--- src/rtl/hdp_pkg.sv ---
package hdp_pkg;
  // strobes the control path hands to the datapath each cycle
  typedef struct packed {
    logic loadAddr;  // latch word carries a start address
    logic loadPage;  // latch word carries page numbers
    logic issue;     // access accepted this cycle
    logic complete;  // access finishes this cycle
  } hdpStrobes_t;
endpackage

--- src/rtl/hdp_ctrl.sv ---
module hdp_ctrl
  import hdp_pkg::*;
#(
  parameter int ACK_LOW = 2
) (
  input  logic        clk,
  input  logic        rstN,
  input  logic        hostSel,
  input  logic        hostLatch,
  input  logic        hostRd,
  input  logic        hostWr,
  input  logic        selBit,
  output logic        ready,
  output hdpStrobes_t strb
);
  localparam int CNT_W = (ACK_LOW > 1) ? $clog2(ACK_LOW) : 1;
  localparam logic [CNT_W-1:0] LAST = CNT_W'(ACK_LOW - 1);

  typedef enum logic {ST_IDLE, ST_BUSY} state_t;
  state_t state;
  logic [CNT_W-1:0] lowCnt;
  logic accept;

  assign accept = (state == ST_IDLE) && hostSel && (hostRd || hostWr);

  always_ff @(posedge clk or negedge rstN) begin
    if (!rstN) begin
      state  <= ST_IDLE;
      lowCnt <= '0;
    end else begin
      case (state)
        ST_IDLE: if (accept) begin
          state  <= ST_BUSY;
          lowCnt <= '0;
        end
        ST_BUSY: if (lowCnt == LAST) state <= ST_IDLE;
                 else lowCnt <= lowCnt + 1'b1;
        default: state <= ST_IDLE;
      endcase
    end
  end

  always_comb begin
    strb.issue    = accept;
    strb.complete = (state == ST_BUSY) && (lowCnt == LAST);
    strb.loadAddr = hostSel && hostLatch && !selBit;
    strb.loadPage = hostSel && hostLatch && selBit;
  end

  assign ready = (state == ST_IDLE);

  // acknowledge drops right after an accepted strobe
  p_ack_drop_r5: assert property (@(posedge clk) disable iff (!rstN)
    strb.issue |=> !ready);

  // a strobe seen while busy never starts an access
  p_busy_ignore_r9: assert property (@(posedge clk) disable iff (!rstN)
    (!ready && hostSel && (hostRd || hostWr)) |-> !strb.issue);

  generate
    if (ACK_LOW == 2) begin : g_twoLow
      p_ack_back_r5: assert property (@(posedge clk) disable iff (!rstN)
        (!ready && $past(!ready)) |=> ready);
    end
  endgenerate
endmodule

--- src/rtl/hdp_datapath.sv ---
module hdp_datapath
  import hdp_pkg::*;
#(
  parameter int DATA_W = 16,
  parameter int ADDR_W = 14,
  parameter int PAGE_W = 4
) (
  input  logic              clk,
  input  logic              rstN,
  input  hdpStrobes_t       strb,
  input  logic              hostWr,
  input  logic [DATA_W-1:0] hostDataIn,
  output logic [DATA_W-1:0] hostDataOut,
  output logic              memReq,
  output logic              memWe,
  output logic              memSel,
  output logic [PAGE_W-1:0] memPage,
  output logic [ADDR_W-1:0] memAddr,
  output logic [DATA_W-1:0] memWdata,
  input  logic [DATA_W-1:0] memRdata
);
  localparam int TYPE_BIT = DATA_W - 2;

  logic [ADDR_W-1:0] addrReg;
  logic              typeReg;
  logic [PAGE_W-1:0] pmPage, dmPage;
  logic              opWrite;

  // transfer address and target; an address latch beats the increment
  always_ff @(posedge clk or negedge rstN) begin
    if (!rstN) begin
      addrReg <= '0;
      typeReg <= 1'b0;
    end else if (strb.loadAddr) begin
      addrReg <= hostDataIn[ADDR_W-1:0];
      typeReg <= hostDataIn[TYPE_BIT];
    end else if (strb.complete) begin
      addrReg <= addrReg + 1'b1;
    end
  end

  // page register, reserved bits of the word are dropped
  always_ff @(posedge clk or negedge rstN) begin
    if (!rstN) begin
      pmPage <= '0;
      dmPage <= '0;
    end else if (strb.loadPage) begin
      dmPage <= hostDataIn[PAGE_W-1:0];
      pmPage <= hostDataIn[2*PAGE_W-1:PAGE_W];
    end
  end

  // per-access snapshot driving the memory request
  always_ff @(posedge clk or negedge rstN) begin
    if (!rstN) begin
      memReq   <= 1'b0;
      memWe    <= 1'b0;
      memSel   <= 1'b0;
      memPage  <= '0;
      memAddr  <= '0;
      memWdata <= '0;
      opWrite  <= 1'b0;
    end else begin
      memReq <= strb.issue;
      if (strb.issue) begin
        memWe    <= hostWr;
        opWrite  <= hostWr;
        memSel   <= typeReg;
        memPage  <= typeReg ? dmPage : pmPage;
        memAddr  <= addrReg;
        memWdata <= hostDataIn;
      end else begin
        memWe <= 1'b0;
      end
    end
  end

  always_ff @(posedge clk or negedge rstN) begin
    if (!rstN) hostDataOut <= '0;
    else if (strb.complete && !opWrite) hostDataOut <= memRdata;
  end

  p_page_hold_r2: assert property (@(posedge clk) disable iff (!rstN)
    (strb.loadAddr && !strb.loadPage) |=> ($stable(pmPage) && $stable(dmPage)));

  p_addr_incr_r8: assert property (@(posedge clk) disable iff (!rstN)
    (strb.complete && !strb.loadAddr) |=> (addrReg == ADDR_W'($past(addrReg) + 1'b1)));

  p_addr_latch_r10: assert property (@(posedge clk) disable iff (!rstN)
    strb.loadAddr |=> (addrReg == $past(hostDataIn[ADDR_W-1:0])));

  p_req_pulse_r6: assert property (@(posedge clk) disable iff (!rstN)
    memReq |=> !memReq);
endmodule

--- src/rtl/host_dma_port.sv ---
module host_dma_port
  import hdp_pkg::*;
#(
  parameter int DATA_W  = 16,
  parameter int ADDR_W  = 14,
  parameter int PAGE_W  = 4,
  parameter int ACK_LOW = 2
) (
  input  logic              clk,
  input  logic              rstN,
  input  logic              odMode,
  input  logic              hostSel,
  input  logic              hostLatch,
  input  logic              hostRd,
  input  logic              hostWr,
  input  logic [DATA_W-1:0] hostDataIn,
  output logic [DATA_W-1:0] hostDataOut,
  output logic              hostDataOe,
  output logic              ackOut,
  output logic              ackOe,
  output logic              memReq,
  output logic              memWe,
  output logic              memSel,
  output logic [PAGE_W-1:0] memPage,
  output logic [ADDR_W-1:0] memAddr,
  output logic [DATA_W-1:0] memWdata,
  input  logic [DATA_W-1:0] memRdata
);
  hdpStrobes_t strb;
  logic ready;

  hdp_ctrl #(.ACK_LOW(ACK_LOW)) u_ctrl (
    .clk(clk), .rstN(rstN), .hostSel(hostSel), .hostLatch(hostLatch),
    .hostRd(hostRd), .hostWr(hostWr), .selBit(hostDataIn[DATA_W-1]),
    .ready(ready), .strb(strb)
  );

  hdp_datapath #(.DATA_W(DATA_W), .ADDR_W(ADDR_W), .PAGE_W(PAGE_W)) u_dp (
    .clk(clk), .rstN(rstN), .strb(strb), .hostWr(hostWr),
    .hostDataIn(hostDataIn), .hostDataOut(hostDataOut),
    .memReq(memReq), .memWe(memWe), .memSel(memSel), .memPage(memPage),
    .memAddr(memAddr), .memWdata(memWdata), .memRdata(memRdata)
  );

  assign hostDataOe = hostSel && hostRd;
  assign ackOut     = odMode ? 1'b0 : ready;
  assign ackOe      = odMode ? !ready : 1'b1;

  p_od_drive_r11: assert property (@(posedge clk) disable iff (!rstN)
    odMode |-> (!ackOut && (ackOe != ready)));

  p_pp_drive_r11: assert property (@(posedge clk) disable iff (!rstN)
    !odMode |-> (ackOe && (ackOut == ready)));
endmodule

--- config.mk ---
export PLATFORM = sky130hd
export DESIGN_NAME = host_dma_port
export DESIGN_NICKNAME = d
export VERILOG_FILES = /design/src/rtl/hdp_pkg.sv /design/src/rtl/hdp_ctrl.sv /design/src/rtl/hdp_datapath.sv /design/src/rtl/host_dma_port.sv
export SDC_FILE = /design/constraint.sdc
export NUM_CORES = 1
export LEC_CHECK = 0
export CAP_MARGIN = 40
export CORE_UTILIZATION = 45
export CTS_BUF_LIST = sky130_fd_sc_hd__clkbuf_4
export DETAILED_ROUTE_END_ITERATION = 6
export DONT_BUFFER_PORTS = 1
export GPL_ROUTABILITY_DRIVEN = 0
export GPL_TIMING_DRIVEN = 0
export PLACE_DENSITY = 0.71
export SLEW_MARGIN = 25
export SYNTH_ARGS = -nofsm -noshare
export SYNTH_HDL_FRONTEND = slang
export SYNTH_SLANG_ARGS = --single-unit
export TNS_END_PERCENT = 5
--- constraint.sdc ---
create_clock -name clk -period 1.6 [get_ports clk]
set_input_delay 0.32 -clock clk [delete_from_list [all_inputs] [get_ports clk]]
set_output_delay 0.32 -clock clk [all_outputs]
set_load 0.05 [all_outputs]
==> Word-level counts from Yosys, hierarchy flattened <==
Cells that the tools add are included.
{ "totals": {"reg_bits": 79, "output_inout_bits": 56, "elab_cells": 42} }
{ "classes": {"n_eq_ne": 1, "n_reduce_logical": 12, "add_sub_neg": 2, "n_mux": 12, "bitwise": 1} }
{ "ops": {"columns": ["cell", "count"], "rows": [
  ["two-way mux 14 bit", 2],
  ["adder 14 x 1 -> 14 bit (second input constant)", 1],
  ["logical AND 1 bit", 8],
  ["two-way mux 1 bit", 7],
  ["two-way mux 4 bit", 1],
  ["case mux 1 bit (2 select lines)", 2],
  ["logical NOT 1 bit", 2],
  ["inequality test 2 x 1 -> 1 bit (second input constant)", 1],
  ["nonzero test 2 bit", 1],
  ["adder 1 bit (second input constant)", 1],
  ["logical OR 1 bit", 1],
  ["inverter 1 bit", 1]
]} }

==> Depth between registers and ports, before layout <==
Gate-level depths: netlist of the first run.
{ "logic_depth": {"ltp_word": 5, "depth_mapped": 5} }

==> By module <==
Synthesis of the first run repeated with hierarchy kept, for this count alone.
{ "hier_totals": {"hier_cells": 252, "area_unflattened_um2": 3329.4} }
{ "by_module_without_submodules": {"columns": ["module", "instances", "cells_per_inst", "area_per_inst_um2", "seq_area_each_um2"], "rows": [
  ["hdp_datapath", 1, 237, 3193.1, 1926.8],
  ["hdp_ctrl", 1, 12, 112.6, 50.0],
  ["host_dma_port", 1, 3, 23.8, 0.0]
]} }

==> Least setup slack after synthesis of the first run <==
No wires, ideal clock.
{ "synth_path": {"path_kind": "register to output", "startpoint": "register u_ctrl.state", "endpoint": "output ackOut", "t_required_ns": 1.280, "stages_incl_launch_ff": 3, "arrival_ns": 1.180, "setup_slack_ns": 0.100, "cell_sequence": "dfrtp_1 buf_6 nor2_1"} }
{ "synth_between": {"elab_chain_cells": 2} }
{ "synth_lines": {"columns": ["item", "line", "source"], "rows": [
  ["start, declared", "hdp_ctrl.sv:20", "state_t state;"],
  ["start signal, assigned", "hdp_ctrl.sv:28", "state <= ST_IDLE;"],
  ["start signal, assigned", "hdp_ctrl.sv:33", "state <= ST_BUSY;"],
  ["start signal, assigned", "hdp_ctrl.sv:36", "ST_BUSY: if (lowCnt == LAST) state <= ST_IDLE;"],
  ["inverter 1 bit", null, null],
  ["two-way mux 1 bit", "host_dma_port.sv:46", "assign ackOut = odMode ? 1'b0 : ready;"],
  ["end, declared", "host_dma_port.sv:19", "output logic ackOut,"]
]} }
Every way passes these cells.

==> Worst setup path after layout of the first run <==
Ends and elaborated chain as after synthesis.

==> results of run 1 <==
[registers in the layout, summed over array words and instances (netlist names)]
register	count
u_dp.typeReg	1
u_dp.pmPage	4
u_ctrl.state	1
u_dp.addrReg	14
u_dp.memSel	1
u_dp.memWdata	16
u_dp.memAddr	14
u_dp.opWrite	1
u_dp.memReq	1
u_dp.dmPage	4
u_dp.memWe	1
u_dp.memPage	4
u_dp.hostDataOut	16
u_ctrl.lowCnt	1
[timing repair]
action | in CTS | in global routing
gates resized for setup | 7 | 1
hold endpoints to repair | 79 | 105
pin swaps | 1 | 1
cloned | 0 | 0
setup endpoints to repair | 30 | 14
[final cells by class]
type	count	area [um2]	area share, %
flip-flops and latches	79	1977	51.43
multi-input cells	147	1229	31.97
repair buffers	21	210.2	5.469
well taps	96	120.1	3.125
plain buffers	12	116.4	3.027
clock inverters	4	93.84	2.441
clock buffers	12	90.09	2.344
inverters	2	7.507	0.1953
[cell usage after synthesis (2+ instances only)]
master	number
and4_1	3
and2_1	2
nor4_1	2
mux2_2	55
xor2_1	7
a21oi_1	18
inv_1	2
nor2_1	23
xnor2_1	6
nor3_1	2
nand4_1	4
buf_6	3
dfrtp_1	79
buf_2	6
nand3_1	4
nand2_1	3
mux2i_1	5
[cell families (layout without fill, tap and decap cells)]
logic type,after synthesis,in the layout,synth area share [%]
compound gates,20,20,3.185
xor+xnor,13,13,3.450
fa+ha+maj,1,1,0.3790
buf+inv,14,51,3.525
flops,79,79,59.89
mux,61,61,20.62
simple gates,52,52,8.946
[worst max-delay path, delay by kind of cell (launching register included)]
family,cells,cell delay [ns]
DFF,1,0.43
buffers and inverters,1,0.17
and+or+nand+nor,1,0.27
[routing by layer]
metal,routed length (um),GRT usage [%]
met3,600,8.577
met4,54,5.365
met2,3101,28.48
met5,0,0
met1,2686,21.48
[path summary, 6_finish.rpt]
path | to | slack (ns) | depth (start not counted)
worst min-delay path | u_dp.addrReg[4] | -0.41 | 0
min in group clk | u_dp.pmPage[2] | 0.04 | 1
worst max-delay path | ackOut | 0.003 | 2
worst min register to register | u_dp.pmPage[2] | 0.52 | 1
max in group asynchronous | u_dp.addrReg[11] | 1.92 | 0
worst max register to register | u_dp.memWdata[4] | 0.06 | 3
[metrics by stage]
step	hold slack (ns)	cell area [um2]	instances	util, %
after floorplan	0.02441	3301	240	-
after global placement	0.02587	3421	336	49.26
after detailed placement	0.02587	3421	336	49.26
after CTS	-0.4522	3631	352	52.29
after global routing	-0.4811	3844	373	55.35
final	-0.4121	3844	373	55.35
[placed cells by master (no fill, tap or decap), types with 2 or more instances in the layout]
cell type | synthesis | layout
a21oi_1 | 18 | 18
and2_1 | 2 | 2
and4_1 | 3 | 3
buf_2 | 6 | 3
buf_4 | 0 | 2
buf_6 | 3 | 3
bufinv_16 | 0 | 3
clkbuf_4 | 0 | 13
dfrtp_1 | 79 | 79
dlygate4sd3_1 | 0 | 21
inv_1 | 2 | 2
mux2_2 | 55 | 55
mux2i_1 | 5 | 5
nand2_1 | 3 | 3
nand3_1 | 4 | 4
nand4_1 | 4 | 4
nor2_1 | 23 | 22
nor3_1 | 2 | 2
nor4_1 | 2 | 2
xnor2_1 | 6 | 6
xor2_1 | 7 | 7
==> metrics.cfg, run 1 <==
[outcome]
outcome = finished, violations left
violations = hold timing

[clock_network]
htree_levels = 3
cts_tree = built
cts_buffer_depth = 2
clkSlewWorstSetupHoldPaths_ns = 0.12
clkLatencyLatePin_ns = 0.41
cts_setup_buffers = 0
cts.sinks = 79
cts_buffers = 9
ctsRootBufferMaster = clkbuf_4

[sta]
report.final.slew_viol_count = 0
timing.final.ws_setup_ns = 0.003103
fin_crit_sh_pct = 99.81
clock_skew_ns = 0.008568
whs_ns = -0.4121
tightest_slew_ns = 0.5004
finalHoldViolCount = 79
maxSlewHeadroom_pct = 66.64
layout_min_cycle_time_ns = 1.597
max_freq_mhz = 626.2
setup_tns_ns = 0
rsz0062_at_grt = true
finalSetupViolations = 0

[die]
pin_count = 95
die_y_um = 87.65
fp.coreArea_um2 = 6944
row_count = 30
die_w_um = 87.65
initial_core_util_pct = 47.53
die_area_um2 = 7682

[drt]
via_count = 1994
via_per_inst = 5.346
drtIter0Drc = 102
drtPass1Iterations = 4
antenna_left = 0
drc = 0
wirelength_um = 6443
wl_per_cell_um = 17.27

[placement]
dp_hpwl_um = 4434
dp_slack_ns = -0.1378
numPortBuffers = 0

[worst_setup_path]
reg2reg_from = u_ctrl.state
critPathLaunchType = flop
cp_cell_sequence = buf_6 > nor2_4
max_stage_delay_ns = 0.43
critPathArrivalTime_ns = 1.28
cp_max_fo = 10
startpoint = u_ctrl.state
critPathKind = flop to output pin
worstPathRequired_ns = 1.28
cp-end-kind = output pin
slowest_stage = dfrtp_1

[cells_and_area]
area_delta_synth_final_pct = 16.45
drive_gt1_share_pct = 32.13
nFillCells = 574
fin_nets = 312
num_antenna_cells = 0

[logic_synthesis]
syn_area_um2 = 3301
yosysTopAreaCell = dfrtp_1
ys.flop_type = dfrtp_1
yosys.cell_types.count = 33
synth_area_leaders = dfrtp_1 60%, mux2_2 19%, a21oi_1 2.7%, nor2_1 2.6%, xor2_1 1.9%
yosysWarnings = 0
synth-seq-cells = 79
ys_async_sr_fraction_pct = 100.0
syn-num-nets = 280
synth_edf_count = 0
postSynthAreaPerCell_um2 = 13.75
synthesis.instances = 240
synth_seq_area_share_pct = 59.89
yosysTopAreaCellShare_pct = 59.89

[grt]
grt.overflow.total = 0
grt_pass1_vias = 2119
antenna_found_initial = 0
grt_max_degree = 80
track_usage_pct = 17.84
grt_first_pass_wirelength_um = 10160

[worst_hold_path]
holdCritPathClass = primary input to asynchronous set/reset pin

[run]
drv_cap = 0

Power of run 1 is not shown: default switching activity piles up to over one toggle a cycle in this logic, so the estimate is an artifact.
==> run 2: changes to the inputs <==
Settings changed: REMOVE_ABC_BUFFERS set to 1.
==> metrics.cfg, run 2 (same netlist as run 1, synthesis figures left out) <==
[drt]
via_count = 1899  ; -4.8%
drtPass1Iterations = 4  ; unchanged
wirelength_um = 5919  ; -8.1%
antenna_left = 0  ; unchanged
via_per_inst = 5.290  ; -1.1%
drc = 0  ; unchanged
drtIter0Drc = 61  ; -40%
wl_per_cell_um = 16.49  ; -4.6%

[cells_and_area]
final_common_cell = dfrtp_1
top_regs = u_dp.hostDataOut (16), u_dp.memWdata (16)
layoutNonFillerInstCount = 359  ; -3.8%
num_antenna_cells = 0  ; unchanged
fin_nets = 298  ; -4.5%
final_cell_mix = 78 x dfrtp_1, 55 x mux2_2, 22 x nor2_1
area_delta_synth_final_pct = 12.96
drive_gt1_share_pct = 33.84  ; +1.7 points

[outcome]
violations = hold timing
outcome = finished, violations left

[placement]
numPortBuffers = 0  ; unchanged
dp_hpwl_um = 4019  ; -9.3%
dp_slack_ns = -0.4480  ; -0.3102 ns
dp_cells = 328  ; -2.4%

[sta]
timing.final.ws_setup_ns = 0.05535  ; +0.05225 ns
whs_ns = -0.4292  ; -0.01710 ns
fin_crit_sh_pct = 96.54  ; -3.3 points
finalSetupViolations = 0  ; unchanged
max_freq_mhz = 647.4  ; +3.4%
finalHoldViolCount = 79  ; unchanged
maxSlewHeadroom_pct = 53.33  ; -13 points
layout_min_cycle_time_ns = 1.545  ; -0.05225 ns
clock_skew_ns = 0.01322  ; +0.004654 ns
report.final.slew_viol_count = 0  ; unchanged
tightest_slew_ns = 0.6980  ; +0.1976 ns

[worst_setup_path]
critPathLaunchType = flop
cp-end-kind = output pin
reg2reg_from = u_ctrl.state
cp_max_fo = 4  ; -6
r2r_cells = 5  ; +2
ff2ff_setup_slack_ns = 0.08  ; +0.02 ns
cp_cell_sequence = nor2_2 > buf_6
worstPathRequired_ns = 1.28  ; about the same
critPathArrivalTime_ns = 1.22  ; -0.06 ns
r2r-end = u_dp.addrReg[11]
critPathKind = flop to output pin
slowest_stage = dfrtp_2
max_stage_delay_ns = 0.48  ; +0.05 ns

[die]
die_w_um = 87.65  ; unchanged
die_area_um2 = 7682  ; unchanged
initial_core_util_pct = 47.53  ; unchanged
row_count = 30  ; unchanged
pin_count = 95  ; unchanged
fp.coreArea_um2 = 6944  ; unchanged
die_y_um = 87.65  ; unchanged

[grt]
grt_first_pass_wirelength_um = 9121  ; -10%
antenna_found_initial = 0  ; unchanged
track_usage_pct = 16.03  ; -1.8 points
grt_pass1_vias = 1814  ; -14%
grt_max_degree = 80  ; unchanged
grt.overflow.total = 0  ; unchanged

[clock_network]
clkLatencyLatePin_ns = 0.42  ; about the same
cts_buffer_depth = 2  ; unchanged
htree_levels = 3  ; unchanged
cts_tree = built
cts_buffers = 9  ; unchanged
clkSlewWorstSetupHoldPaths_ns = 0.13  ; about the same
ctsRootBufferMaster = clkbuf_4
cts.sinks = 79  ; unchanged

[run]
drv_cap = 0  ; unchanged

[worst_hold_path]
holdCritPathClass = primary input to asynchronous set/reset pin

==> run 2: changes by cell type in the layout (fill, tap and decap cells not counted), moves of 2 or more <==
cell and delta:
clkbuf_4 -4, dlygate4sd3_1 -11, buf_4 +3, buf_2 -3, clkinv_4 +2
==> run 2: per-stage QoR <==
stage          util [%]  hold slack (ns)  setup TNS (ns)  cell area [um2]
2_1_floorplan         -          0.02441          -40.05             3192
3_3_place_gp      47.69          0.02664          -75.25             3312
3_5_place_dp      48.43          0.02658          -11.69             3363
4_1_cts           52.09          -0.4564               0             3617
5_1_grt           53.69          -0.4779       -0.005504             3729
6_report          53.69          -0.4292               0             3729
==> run 2: how the worst max path moves through the flow <==
stage | to | cells past startpoint | start | slack (ns)
after floorplan | u_dp.memWdata[0] | 2 | u_ctrl.state | -1.08
after global placement | u_dp.memAddr[3] | 2 | u_ctrl.state | -1.94
after detailed placement | u_dp.memWdata[14] | 3 | u_ctrl.state | -0.45
after CTS | ackOut | 2 | u_ctrl.state | 0.02
after global routing | u_dp.addrReg[9] | 5 | u_ctrl.state | -0.003
final | ackOut | 2 | u_ctrl.state | 0.06
==> run 2: layout make-up <==
cell class	count	area (um2)
Fill cell	591	3216
Sequential cell	79	1978
Multi-Input combinational cell	147	1224
Timing Repair Buffer	19	186.4
Clock inverter	7	145.1
Tap cell	96	120.1
Clock buffer	9	67.56
Inverter	2	7.507
==> run 2: critical path, delay by kind of cell (launching register included) <==
family,cells,cell delay [ns]
flip-flops,1,0.48
buffers and inverters,1,0.17
AND/OR/NAND/NOR,1,0.15
==> run 2: repair_timing <==
item,4_1_cts,5_1_grt
pin swaps,1,0
buffers inserted,5,0
endpoints found under the setup margin,39,1
endpoints found under the hold margin,79,90
gates resized for setup,2,3
==> run 2: metal layers <==
metal / track usage, % / wire (um) / part of all wire [%]
met2: 24.57 / 2827 / 48
met1: 20.06 / 2543 / 43
met5: 0 / 0 / 0
met4: 6.259 / 79 / 1.3
met3: 6.975 / 468 / 7.9
Power of run 2 is left out for the same reason.
==> run 3: changes to the inputs <==
Settings changed: RECOVER_POWER set to 50.
==> metrics.cfg, run 3 (same netlist as run 1, synthesis figures left out) <==
[outcome]
outcome = finished, violations left
violations = hold timing

[grt]
grt_max_degree = 80  ; unchanged
grt_pass1_vias = 1814  ; unchanged
antenna_found_initial = 0  ; unchanged
grt_first_pass_wirelength_um = 9121  ; unchanged
grt.overflow.total = 0  ; unchanged
track_usage_pct = 16.03  ; unchanged

[sta]
rsz0062_at_grt = false
report.final.slew_viol_count = 0  ; unchanged
layout_min_cycle_time_ns = 1.519  ; -0.02614 ns
fin_crit_sh_pct = 94.91  ; -1.6 points
tightest_slew_ns = 0.7065  ; +0.008540 ns
whs_ns = -0.4236  ; +0.005586 ns
maxSlewHeadroom_pct = 52.76  ; -0.57 points
max_freq_mhz = 658.5  ; +1.7%
finalHoldViolCount = 79  ; unchanged
clock_skew_ns = 0.01012  ; -0.003100 ns
finalSetupViolations = 0  ; unchanged

[cells_and_area]
nFillCells = 593  ; +0.34%
area_delta_synth_final_pct = 12.62
drive_gt1_share_pct = 33.46  ; -0.38 points
top_regs = u_dp.hostDataOut (16), u_dp.memWdata (16)
num_antenna_cells = 0  ; unchanged
final_common_cell = dfrtp_1
final_cell_mix = 78 x dfrtp_1, 55 x mux2_2, 22 x nor2_1
layoutNonFillerInstCount = 359  ; unchanged
fin_nets = 298  ; unchanged

[worst_setup_path]
cp-end-kind = output pin
cp_cell_sequence = nor2_2 > buf_6
worstPathRequired_ns = 1.28  ; about the same
critPathArrivalTime_ns = 1.20  ; -0.02 ns
cp_max_fo = 4  ; unchanged
worst_path_dominant_cell_family = flip-flops
crit_buf_inv = 1  ; unchanged
max_stage_delay_ns = 0.46  ; -0.02 ns
critPathLaunchType = flop
slowest_stage = dfrtp_2
critPathKind = flop to output pin

[placement]
dp_cells = 328  ; unchanged
numPortBuffers = 0  ; unchanged
dp_hpwl_um = 4019  ; unchanged

[drt]
drtPass1Iterations = 4  ; unchanged
drc = 0  ; unchanged
drtIter0Drc = 70  ; +15%
wl_per_cell_um = 16.49  ; about the same
wirelength_um = 5921  ; about the same
antenna_left = 0  ; unchanged
via_count = 1895  ; -0.21%
via_per_inst = 5.279  ; -0.21%

[die]
initial_core_util_pct = 47.53  ; unchanged
die_area_um2 = 7682  ; unchanged
die_y_um = 87.65  ; unchanged
die_w_um = 87.65  ; unchanged
pin_count = 95  ; unchanged
fp.coreArea_um2 = 6944  ; unchanged
row_count = 30  ; unchanged

[clock_network]
cts_buffers = 9  ; unchanged
ctsRootBufferMaster = clkbuf_4
cts.sinks = 79  ; unchanged
htree_levels = 3  ; unchanged
cts_tree = built
cts_buffer_depth = 2  ; unchanged
clkLatencyLatePin_ns = 0.42  ; about the same
clkSlewWorstSetupHoldPaths_ns = 0.13  ; about the same

[worst_hold_path]
holdCritPathClass = primary input to asynchronous set/reset pin

[run]
drv_cap = 0  ; unchanged

[run 3: final timing paths]
path	start	end	slack, ns	depth (start not counted)
setup / recovery	u_ctrl.state	ackOut	0.08	2
hold / removal	rstN	u_dp.pmPage[3]	-0.42	0
setup reg to reg	u_ctrl.state	u_dp.memWdata[14]	0.09	4
hold reg to reg	u_dp.pmPage[2]	u_dp.pmPage[2]	0.52	1
max in group asynchronous	rstN	u_dp.addrReg[6]	1.92	0
min in group clk	hostDataIn[4]	u_dp.memWdata[4]	0.04	1
[run 3: area by class of cell]
class	count	area [um2]	share of cell area [%]
Clock inverter	7	145.1	3.904
Timing Repair Buffer	19	186.4	5.015
Inverter	2	7.507	0.2020
Clock buffer	9	67.56	1.818
Sequential cell	79	1978	53.21
Tap cell	96	120.1	3.231
Multi-Input combinational cell	147	1212	32.62
[run 3: metrics by stage]
step | area, um2 | util [%] | worst slack, ns | setup TNS, ns
2_1_floorplan | 3192 | - | -1.083 | -40.05
3_3_place_gp | 3312 | 47.69 | -1.936 | -75.25
3_5_place_dp | 3363 | 48.43 | -0.4480 | -11.69
4_1_cts | 3617 | 52.09 | 0.02363 | 0
5_1_grt | 3717 | 53.53 | 0.01212 | 0
6_report | 3717 | 53.53 | 0.08149 | 0
[run 3: routing by layer]
metal / vias to the layer above / share of wire [%] / track usage (%) / wire length, um
li1: 879 / - / - / -
met1: 932 / 43 / 20.06 / 2568
met2: 75 / 48 / 24.57 / 2813
met3: 9 / 7.9 / 6.975 / 468
met4: 0 / 1.2 / 6.259 / 72
met5: - / 0 / 0 / 0
[run 3: repair_timing]
item,4_1_cts,5_1_grt
buffers inserted,5,0
resized for setup,2,3
setup endpoints to repair,39,1
hold endpoints to repair,79,90
pin swaps,1,0
Power of run 3 is left out for the same reason.
